### src/rtl/osrx_pkg.sv
package osrx_pkg;

   localparam logic [1:0] DIV_1    = 2'b00;
   localparam logic [1:0] DIV_MID  = 2'b01;
   localparam logic [1:0] DIV_HIGH = 2'b10;
   localparam logic [1:0] DIV_MRST = 2'b11;

   localparam int BYTE_W = 8;

   typedef struct packed {
      logic seven;
      logic par_en;
      logic par_odd;
   } fmt_t;

   typedef enum logic [1:0] {
      ST_HUNT,
      ST_DATA,
      ST_PAR,
      ST_STOP
   } frame_st_e;

   function automatic fmt_t decode_fmt(input logic [2:0] ws);
      fmt_t f;
      f.seven   = ~ws[2];
      f.par_en  = ~(ws[2] & ~ws[1]);
      f.par_odd = ws[0];
      return f;
   endfunction

endpackage

### src/rtl/osrx_sampler.sv
module osrx_sampler
   import osrx_pkg::*;
#(
   parameter int MID_RATE    = 16,
   parameter int HIGH_RATE   = 64,
   parameter int SYNC_STAGES = 2
) (
   input  logic       clk,
   input  logic       rst_n,
   input  logic       clr,
   input  logic       en,
   input  logic       rxd_i,
   input  logic [1:0] div,
   input  logic       hunt,
   output logic       start_ok,
   output logic       samp,
   output logic       bit_o
);

   localparam int CW = $clog2(HIGH_RATE) + 1;

   initial begin
      assert (MID_RATE >= 2 && (MID_RATE % 2) == 0)
         else $error("MID_RATE must be even and at least 2");
      assert (HIGH_RATE > MID_RATE && (HIGH_RATE % 2) == 0)
         else $error("HIGH_RATE must be even and above MID_RATE");
      assert (SYNC_STAGES >= 0 && SYNC_STAGES <= 4)
         else $error("SYNC_STAGES out of range");
   end

   logic line;

   generate
      if (SYNC_STAGES == 0) begin : g_nosync
         assign line = rxd_i;
      end else if (SYNC_STAGES == 1) begin : g_sync1
         logic s_q;
         always_ff @(posedge clk or negedge rst_n) begin
            if (!rst_n) s_q <= 1'b1;
            else        s_q <= rxd_i;
         end
         assign line = s_q;
      end else begin : g_syncn
         logic [SYNC_STAGES-1:0] s_q;
         always_ff @(posedge clk or negedge rst_n) begin
            if (!rst_n) s_q <= '1;
            else        s_q <= {s_q[SYNC_STAGES-2:0], rxd_i};
         end
         assign line = s_q[SYNC_STAGES-1];
      end
   endgenerate

   assign bit_o = line;

   logic [CW-1:0] rate_v;
   logic [CW-1:0] half_v;
   logic [CW-1:0] cnt_q;
   logic [CW-1:0] cnt_d;

   always_comb begin
      case (div)
         DIV_MID:  rate_v = CW'(MID_RATE);
         DIV_HIGH: rate_v = CW'(HIGH_RATE);
         default:  rate_v = CW'(1);
      endcase
      half_v = rate_v >> 1;
   end

   always_comb begin
      start_ok = 1'b0;
      samp     = 1'b0;
      cnt_d    = cnt_q;
      if (en) begin
         if (hunt) begin
            if (line) begin
               cnt_d = '0;
            end else if (div == DIV_1) begin
               start_ok = 1'b1;
               cnt_d    = '0;
            end else if (cnt_q + CW'(1) == half_v) begin
               start_ok = 1'b1;
               cnt_d    = '0;
            end else begin
               cnt_d = cnt_q + CW'(1);
            end
         end else begin
            if (cnt_q + CW'(1) == rate_v) begin
               samp  = 1'b1;
               cnt_d = '0;
            end else begin
               cnt_d = cnt_q + CW'(1);
            end
         end
      end
   end

   always_ff @(posedge clk or negedge rst_n) begin
      if (!rst_n)   cnt_q <= '0;
      else if (clr) cnt_q <= '0;
      else          cnt_q <= cnt_d;
   end

   AST_FALSE_START_CLEAR: assert property (@(posedge clk) disable iff (!rst_n)
      (hunt && en && line) |=> (cnt_q == '0));

endmodule

### src/rtl/osrx_frame.sv
module osrx_frame
   import osrx_pkg::*;
(
   input  logic              clk,
   input  logic              rst_n,
   input  logic              clr,
   input  fmt_t              fmt,
   input  logic              start_ok,
   input  logic              samp,
   input  logic              bit_i,
   output logic              hunt,
   output logic              done,
   output logic [BYTE_W-1:0] data_o,
   output logic              fe_o,
   output logic              pe_o
);

   frame_st_e         st_q;
   logic [2:0]        idx_q;
   logic [BYTE_W-1:0] sh_q;
   logic              pbit_q;
   logic [2:0]        last_idx;

   assign last_idx = fmt.seven ? 3'd6 : 3'd7;
   assign hunt     = (st_q == ST_HUNT);
   assign done     = (st_q == ST_STOP) && samp && !clr;

   always_ff @(posedge clk or negedge rst_n) begin
      if (!rst_n) begin
         st_q   <= ST_HUNT;
         idx_q  <= '0;
         sh_q   <= '0;
         pbit_q <= 1'b0;
      end else if (clr) begin
         st_q  <= ST_HUNT;
         idx_q <= '0;
      end else begin
         case (st_q)
            ST_HUNT: if (start_ok) begin
               st_q  <= ST_DATA;
               idx_q <= '0;
            end
            ST_DATA: if (samp) begin
               sh_q <= {bit_i, sh_q[BYTE_W-1:1]};
               if (idx_q == last_idx) st_q <= fmt.par_en ? ST_PAR : ST_STOP;
               else                   idx_q <= idx_q + 3'd1;
            end
            ST_PAR: if (samp) begin
               pbit_q <= bit_i;
               st_q   <= ST_STOP;
            end
            default: if (samp) st_q <= ST_HUNT;
         endcase
      end
   end

   assign data_o = fmt.seven ? {1'b0, sh_q[BYTE_W-1:1]} : sh_q;
   assign pe_o   = fmt.par_en & ((^data_o ^ pbit_q) != fmt.par_odd);
   assign fe_o   = ~bit_i;

endmodule

### src/rtl/osrx_hold.sv
module osrx_hold
   import osrx_pkg::*;
(
   input  logic              clk,
   input  logic              rst_n,
   input  logic              mrst,
   input  logic              carrier_lost,
   input  logic              load_i,
   input  logic [BYTE_W-1:0] data_i,
   input  logic              fe_i,
   input  logic              pe_i,
   input  logic              rd_i,
   output logic [BYTE_W-1:0] data_q,
   output logic              full_q,
   output logic              fe_q,
   output logic              pe_q,
   output logic              ovr_q
);

   logic take;
   assign take = load_i && (!full_q || rd_i);

   always_ff @(posedge clk or negedge rst_n) begin
      if (!rst_n) begin
         data_q <= '0;
         full_q <= 1'b0;
         fe_q   <= 1'b0;
         pe_q   <= 1'b0;
         ovr_q  <= 1'b0;
      end else if (mrst) begin
         full_q <= 1'b0;
         fe_q   <= 1'b0;
         pe_q   <= 1'b0;
         ovr_q  <= 1'b0;
      end else if (carrier_lost) begin
         full_q <= 1'b0;
         ovr_q  <= 1'b0;
      end else if (take) begin
         data_q <= data_i;
         fe_q   <= fe_i;
         pe_q   <= pe_i;
         full_q <= 1'b1;
         ovr_q  <= 1'b0;
      end else if (load_i) begin
         ovr_q  <= 1'b1;
      end else if (rd_i) begin
         full_q <= 1'b0;
         ovr_q  <= 1'b0;
      end
   end

   AST_OVR_NEEDS_FULL: assert property (@(posedge clk) disable iff (!rst_n)
      ovr_q |-> full_q);

   AST_HELD_DATA: assert property (@(posedge clk) disable iff (!rst_n)
      (full_q && !rd_i) |=> $stable(data_q));

   AST_READ_EMPTIES: assert property (@(posedge clk) disable iff (!rst_n)
      (rd_i && !load_i) |=> (!full_q && !ovr_q));

endmodule

### src/rtl/osrx_receiver.sv
module osrx_receiver
   import osrx_pkg::*;
#(
   parameter int MID_RATE    = 16,
   parameter int HIGH_RATE   = 64,
   parameter int SYNC_STAGES = 2
) (
   input  logic              clk,
   input  logic              rst_n,
   input  logic              rx_en,
   input  logic              rxd,
   input  logic [1:0]        div_sel,
   input  logic [2:0]        word_sel,
   input  logic              dcd,
   input  logic              rd_strobe,
   output logic [BYTE_W-1:0] rx_data,
   output logic              rx_full,
   output logic              frame_err,
   output logic              parity_err,
   output logic              overrun
);

   logic              mrst;
   logic              clr;
   fmt_t              fmt;
   logic              hunt;
   logic              start_ok;
   logic              samp;
   logic              line_bit;
   logic              done;
   logic [BYTE_W-1:0] char_data;
   logic              char_fe;
   logic              char_pe;

   assign mrst = (div_sel == DIV_MRST);
   assign clr  = mrst | dcd;
   assign fmt  = decode_fmt(word_sel);

   osrx_sampler #(
      .MID_RATE    (MID_RATE),
      .HIGH_RATE   (HIGH_RATE),
      .SYNC_STAGES (SYNC_STAGES)
   ) u_sampler (
      .clk      (clk),
      .rst_n    (rst_n),
      .clr      (clr),
      .en       (rx_en),
      .rxd_i    (rxd),
      .div      (div_sel),
      .hunt     (hunt),
      .start_ok (start_ok),
      .samp     (samp),
      .bit_o    (line_bit)
   );

   osrx_frame u_frame (
      .clk      (clk),
      .rst_n    (rst_n),
      .clr      (clr),
      .fmt      (fmt),
      .start_ok (start_ok),
      .samp     (samp),
      .bit_i    (line_bit),
      .hunt     (hunt),
      .done     (done),
      .data_o   (char_data),
      .fe_o     (char_fe),
      .pe_o     (char_pe)
   );

   osrx_hold u_hold (
      .clk          (clk),
      .rst_n        (rst_n),
      .mrst         (mrst),
      .carrier_lost (dcd),
      .load_i       (done),
      .data_i       (char_data),
      .fe_i         (char_fe),
      .pe_i         (char_pe),
      .rd_i         (rd_strobe),
      .data_q       (rx_data),
      .full_q       (rx_full),
      .fe_q         (frame_err),
      .pe_q         (parity_err),
      .ovr_q        (overrun)
   );

   AST_DCD_EMPTIES: assert property (@(posedge clk) disable iff (!rst_n)
      dcd |=> (!rx_full && !overrun));

   AST_MRST_CLEARS: assert property (@(posedge clk) disable iff (!rst_n)
      (div_sel == DIV_MRST) |=> (!rx_full && !overrun && !frame_err && !parity_err));

endmodule

### config.mk
export PLATFORM = sky130hd
export DESIGN_NAME = osrx_receiver
export DESIGN_NICKNAME = d
export VERILOG_FILES = /design/src/rtl/osrx_pkg.sv /design/src/rtl/osrx_sampler.sv /design/src/rtl/osrx_frame.sv /design/src/rtl/osrx_hold.sv /design/src/rtl/osrx_receiver.sv
export SDC_FILE = /design/constraint.sdc
export NUM_CORES = 1
export LEC_CHECK = 0
export ABC_AREA = 1
export CAP_MARGIN = 15
export CORE_ASPECT_RATIO = 0.6
export CORE_MARGIN = 2
export CORE_UTILIZATION = 32
export CTS_BUF_LIST = sky130_fd_sc_hd__clkbuf_4 sky130_fd_sc_hd__clkbuf_8
export CTS_CLUSTER_DIAMETER = 30
export DETAILED_ROUTE_END_ITERATION = 6
export DONT_BUFFER_PORTS = 1
export SLEW_MARGIN = 20
export SYNTH_ARGS = -nofsm -noshare
export SYNTH_HDL_FRONTEND = slang
export SYNTH_SLANG_ARGS = --single-unit
### constraint.sdc
create_clock -name clk -period 4.9 [get_ports clk]
set_input_delay 0.735 -clock clk [delete_from_list [all_inputs] [get_ports clk]]
set_output_delay 0.735 -clock clk [all_outputs]
set_load 0.02 [all_outputs]
-- After elaboration in Yosys (flattened, before gate mapping)
Cells that the tools add are included.
- memory bits (writable): 0
- memory bits (read-only): 0
- register bits: 35
- bits in latches: 0
- memories: 0
- word-level logic and storage cells: 108
- $add $sub $neg: 2
- divide/modulo/power cells: 0
- multipliers: 0
- order comparisons: 0
- muxes and demuxes: 46
- bitwise gates (word level): 10
- reductions and logical operators: 22
- eq/ne operators: 17
- shift operators: 0
- operators with widths (operator ; number):
    $mux 7 ; 7
    $mux 1 ; 25
    $pmux 7 s2 ; 1
    $mux 2 ; 6
    $mux 3 ; 4
    $ne 3x1->1 const B ; 4
    $reduce_and 3->1 ; 3
    $eq 2x2->1 const B ; 4
    $mux 8 ; 1
    $reduce_xor 8->1 ; 1
    $add 7x1->7 const B ; 1
    $eq 7x6->1 ; 1
    $eq 7x7->1 ; 1
    $not 1->1 ; 6
    $pmux 2 s3 ; 1
    $pmux 3 s2 ; 1
    $reduce_bool 3->1 ; 2
    $reduce_and 5->1 ; 1
    $reduce_bool 5->1 ; 1
    $eq 2x1->1 const B ; 2
    $logic_not 2->1 ; 2
    $ne 4x4->1 const B ; 1
    $reduce_and 2->1 ; 2
    $reduce_and 4->1 ; 1
    other kinds (13) ; 18

-- Logic depth before layout (Yosys ltp)
- depth in word-level cells: 12
- mapped depth: 16
- mapped depth without buffers: 16

-- Cells and area by module
Synthesis repeated with hierarchy kept, for this count alone.
- cells, all modules: 316
- area total of the unflattened synthesis: 2254.7 um2
- modules (own cells, without submodules) (module ; times used ; area an instance (um2) ; seq. area each (um2) ; cells each):
    osrx_frame ; 1 ; 978.4 ; 350.3 ; 149
    osrx_sampler ; 1 ; 705.7 ; 227.7 ; 103
    osrx_hold ; 1 ; 544.3 ; 300.3 ; 57
    osrx_receiver ; 1 ; 26.3 ; 0.0 ; 7

-- Least setup slack after synthesis
No wires, ideal clock.
- kind: in2reg
- start point: input port div_sel[0]
- end point: register u_hold.data_q[1]
- arrival time: 2124 ps
- cell stages on the path: 15
- setup slack: 2650 ps
- buffers on the path: 1
- cells stage by stage: inv_1 > ha_1 > nand2_1 > nand2_1 > nor2_1 > nand2_1 > nor2_1 > nand3_2 > nor2_4 > nand3_2 > inv_2 > nand3_4 > buf_6 > nand2_2 > o21ai_2
- longest elaborated chain between the ends: 10
- elaborated cells between the ends (all ways): 15
- those cells by class: eq/ne (4); mux (4); bitwise (2); reduce/logical (5)
- RTL lines (item ; RTL line ; RTL):
    from (decl) ; osrx_receiver.sv:12 ; input logic [1:0] div_sel,
    $eq 2x2->1 / $eq 2x1->1 (equally long branches) ; osrx_sampler.sv:61 ; case (div)
    $pmux 7 s2 ; osrx_sampler.sv:61 ;
    $eq 7x7->1 ; osrx_sampler.sv:87 ; if (cnt_q + CW'(1) == rate_v) begin
    $mux 1 ; osrx_sampler.sv:87 ;
    $mux 1 ; osrx_sampler.sv:74 ; if (hunt) begin
    $mux 1 ; osrx_sampler.sv:73 ; if (en) begin
    $logic_and 1x1->1 (2 in series) ; osrx_frame.sv:26 ; assign done = (st_q == ST_STOP) && samp && !clr;
    $logic_and 1x1->1 ; osrx_hold.sv:21 ; assign take = load_i && (!full_q || rd_i);
    $reduce_and 3->1 (no line) * ; -- ;
    to (signal assigned) ; osrx_hold.sv:39 ; data_q <= data_i;
    to (decl) ; osrx_hold.sv:13 ; output logic [BYTE_W-1:0] data_q,
Every way passes the cells marked *; elsewhere a longest branch is shown, timed or not.
A chain may end at the register's enable or synchronous reset.

-- Worst setup path in the final report
- start point: input port div_sel[0]
- end point: register u_frame.idx_q[1]
- longest elaborated chain between the ends: 10
- elaborated cells between the ends (all ways): 22
- those cells by class: eq/ne (8); mux (10); bitwise (1); reduce/logical (3)
- RTL lines (item ; RTL line ; RTL):
    $eq 2x2->1 / $eq 2x1->1 (equally long branches) ; osrx_sampler.sv:61 ;
    $pmux 7 s2 ; osrx_sampler.sv:61 ;
    $eq 7x6->1 ; osrx_sampler.sv:80 ; end else if (cnt_q + CW'(1) == half_v) begin
    $mux 1 ; osrx_sampler.sv:80 ;
    $mux 1 ; osrx_sampler.sv:77 ; end else if (div == DIV_1) begin
    $mux 1 ; osrx_sampler.sv:75 ; if (line) begin
    $mux 1 ; osrx_sampler.sv:74 ;
    $mux 1 ; osrx_sampler.sv:73 ;
    $ne 3x1->1 (no line) ; -- ;
    $reduce_and 4->1 (no line) ; -- ;
    to (signal assigned) ; osrx_frame.sv:46 ; else idx_q <= idx_q + 3'd1;
    to (decl) ; osrx_frame.sv:19 ; logic [2:0] idx_q;
Several ways; a longest one is shown, not always the timed one.

==> results.sh <==
export IMPL_netlist_instances=318
export IMPL_htree_levels=2
export IMPL_use_met1_pct=22.8
export IMPL_cp_max_fo=17
export IMPL_syn_nets=340
export IMPL_intPower_uw=542
export IMPL_grt_pass1_vias=1760
export IMPL_finalCritPeriodShare_pct=48.6
export IMPL_seqPwrFrac_pct=40.9
export IMPL_grt_max_degree=36
export IMPL_postPlaceCellArea_mm2=0.00237
export IMPL_vias=1920
export IMPL_port_buffers=0
export IMPL_avgSynthCellArea_um2=7.23
export IMPL_numCtsBuffers=5
export IMPL_worst_slew_pin_slew_ps=518
export IMPL_clk_latency_ps=300
export IMPL_path_clk_slew_ps=80
export IMPL_rows=23
export IMPL_place_inst=400
export IMPL_multiInputGateArea_mm2=0.00121
export IMPL_critical_path_startpoint_type="primary input"
export IMPL_crit_type="primary input to flip-flop"
export IMPL_worst_path_buf_inv=1
export IMPL_drt_wl_total_um=5190
export IMPL_combPwrFrac_pct=27.5
export IMPL_fin_ws_ps=2520
export IMPL_path_cells="ha_1, nor2_1, inv_1, nor2_1, nand4_2, nor2_1, nand3_1, nand2_1"
export IMPL_area_growth_pct=8.17
export IMPL_drcViolationCount=0
export IMPL_setup_viol=0
export IMPL_rrSetupSlack_ps=2610
export IMPL_drive_gt1_share_pct=11.2
export IMPL_synth_seq_area_share_pct=38.2
export IMPL_cp_slowest_cell="nand4_2"
export IMPL_grt_busiest_layer="met1"
export IMPL_cts_sinks=35
export IMPL_avgViaCountPerCell=4.71
export IMPL_post_cts_setup_buffer_count=0
export IMPL_core_area_mm2=0.00682
export IMPL_max_freq_mhz=420
export IMPL_worst_setup_path_end_kind="flip-flop"
export IMPL_gp_congestion=0.875
export IMPL_p_leak_nw=1.27
export IMPL_ant_nets=0
export IMPL_antenna_cells=0
export IMPL_path_common_cell="nor2_1"
export IMPL_hold_viol_final=0
export IMPL_whs_ps=125
export IMPL_fillCellCount=690
export IMPL_rr_worst_depth=13
export IMPL_hold_path_class="primary input to asynchronous set/reset pin"
export IMPL_cts_hold_repair_buffers=0
export IMPL_worst_ep_required_time_ps=5140
export IMPL_fp_dieArea_mm2=0.00790
export IMPL_final_area_mm2=0.00249
export IMPL_ys_seq_elements=35
export IMPL_use_met2_pct=17.6
export IMPL_die_h_um=69.6
export IMPL_min_period_ps=2380
export IMPL_dr_pass1_iters=5
export IMPL_switching_share_pct=35.8
export IMPL_power_switching_uw=302
export IMPL_clockBufferDepth=2
export IMPL_use_met3_pct=4.20
export IMPL_outcome="complete, no violations"
export IMPL_wl_per_cell_um=12.7
export IMPL_register_area_um2=878
export IMPL_first_iter_violations=169
export IMPL_relSlewSlack_pct=65.4
export IMPL_grt_setup_unrepaired="no"
export IMPL_drv_slew=0
export IMPL_ys_types=28
export IMPL_cts_resized=0
export IMPL_cp_top_family="simple AND/OR/NAND/NOR gates"
export IMPL_r2r_start="u_sampler.cnt_q[1]"
export IMPL_ir_drop_mv=0.121
export IMPL_finalNonFillerCells=408
export IMPL_grt_pass1_wl_um=8870
export IMPL_drv_cap=0
export IMPL_root_buffer="clkbuf_8"
export IMPL_power_density_mw_per_mm2=339
export IMPL_antenna_found_initial=0
export IMPL_grt_usage_pct=14.4
export IMPL_syn_area_mm2=0.00230
export IMPL_synth_warnings=0
export IMPL_skew_ps=9.01
export IMPL_fin_setup_tns_ps=0
export IMPL_p_clk_share_pct=31.6
export IMPL_boundaryPins=23
export IMPL_reg2reg_to="u_frame.idx_q[1]"
export IMPL_initial_core_util_pct=33.7
export IMPL_die_width_um=113
export IMPL_dp_hpwl_um=4040
export IMPL_cts_tree="built"
export IMPL_crit_path_max_incr_delay_ps=470
export IMPL_dp_slack_ps=2220
export IMPL_nNetsFinal=342
export IMPL_grt_ovfl_total=0
export IMPL_cp_arrival_ps=2620
layout by cell type, fill, tap and decap left out, drive strengths merged:
cell type | netlist | final
a21oi | 3 | 3
a311oi | 1 | 1
a31oi | 1 | 1
bufinv | 0 | 1
clkbuf | 3 | 5
clkinv | 0 | 2
dfrtp | 33 | 33
dfstp | 2 | 2
ha | 11 | 11
inv | 48 | 48
nand2 | 108 | 108
nand3 | 27 | 27
nand3b | 1 | 1
nand4 | 9 | 9
nor2 | 28 | 28
nor3 | 1 | 1
nor4 | 1 | 1
o21ai | 34 | 34
o22ai | 1 | 1
o31ai | 1 | 1
xnor2 | 3 | 3
registers in the layout, indices dropped and copies added, names as in the netlist, 2 cells and up:
register,count
u_sampler.cnt_q,7
u_hold.data_q,8
u_frame.st_q,2
u_sampler.g_syncn.s_q,2
u_frame.idx_q,3
u_frame.sh_q,8
power groups by stage:
| stage | Clock (mW) | Sequential (mW) | Combinational, mW |
|---|---|---|---|
| 4_1_cts | 0.273 | 0.345 | 0.231 |
| 5_1_grt | 0.290 | 0.349 | 0.266 |
| 3_3_place_gp | 0 | 0.350 | 0.228 |
| 2_1_floorplan | 0 | 0.343 | 0.190 |
| 6_report | 0.267 | 0.345 | 0.232 |
| 3_5_place_dp | 0 | 0.350 | 0.229 |
routing by layer:
metal,vias to the layer above,wire length [um]
met5,-,0
met4,0,103
met3,10,355
met2,48,1740
met1,851,2990
li1,1011,-
how the worst max path moves through the flow:
stage | start | to | slack (ps) | cells past startpoint
finish | div_sel[0] | u_frame.idx_q[1] | 2520 | 8
global route | div_sel[0] | u_frame.idx_q[1] | 2370 | 8
CTS | div_sel[0] | u_frame.idx_q[1] | 2520 | 8
detailed placement | div_sel[0] | u_frame.idx_q[1] | 2220 | 8
global placement | div_sel[0] | u_frame.idx_q[1] | 2300 | 8
floorplan | div_sel[0] | u_hold.data_q[1] | 2650 | 15
synthesized netlist by cell type:
| cell type | instances | area (um^2) |
|---|---|---|
| nand2_1 | 105 | 394 |
| inv_1 | 47 | 176 |
| dfrtp_1 | 33 | 826 |
| nor2_1 | 25 | 93.8 |
| nand3_1 | 24 | 120 |
| o21ai_0 | 20 | 100 |
| o21ai_2 | 14 | 123 |
| ha_1 | 11 | 138 |
| nand4_1 | 7 | 43.8 |
| a21oi_1 | 3 | 15.0 |
| clkbuf_1 | 3 | 11.3 |
| nand2_2 | 3 | 18.8 |
| xnor2_1 | 3 | 26.3 |
| buf_6 | 2 | 22.5 |
| dfstp_2 | 2 | 52.6 |
| nand3_2 | 2 | 20.0 |
| nand4_2 | 2 | 25.0 |
| nor2_2 | 2 | 12.5 |
| a311oi_1 | 1 | 8.76 |
| a31oi_1 | 1 | 6.26 |
| inv_2 | 1 | 3.75 |
| nand3_4 | 1 | 17.5 |
| nand3b_1 | 1 | 7.51 |
| nor2_4 | 1 | 11.3 |
| nor3_1 | 1 | 5.00 |
| nor4_1 | 1 | 6.26 |
| o22ai_1 | 1 | 6.26 |
| o31ai_1 | 1 | 7.51 |
logic make-up (layout without fill, tap and decap cells):
group | after synthesis | after routing | share of synthesized area (%)
buffers and inverters | 53 | 56 | 9.31
XOR/XNOR | 3 | 3 | 1.14
adder cells (fa/ha/maj) | 11 | 11 | 5.99
AO/OA/AOI/OAI | 41 | 41 | 11.6
flip-flops | 35 | 35 | 38.2
AND/OR/NAND/NOR | 175 | 175 | 33.8
stage by stage:
stage          util (%)  power (mW)
5_1_grt            36.5       0.906
4_1_cts            36.5       0.848
2_1_floorplan         -       0.533
6_report           36.5       0.844
3_5_place_dp       34.8       0.580
3_3_place_gp       34.8       0.577
final cells by class:
class                   instances  share of cell area, %
clock buffers                   5                   2.77
clock inverters                 3                   1.76
multi-input cells             230                   48.5
flip-flops and latches         35                   35.3
well taps                      87                   4.38
inverters                      48                   7.25
Note: power is estimated with default switching activity, not from simulation.
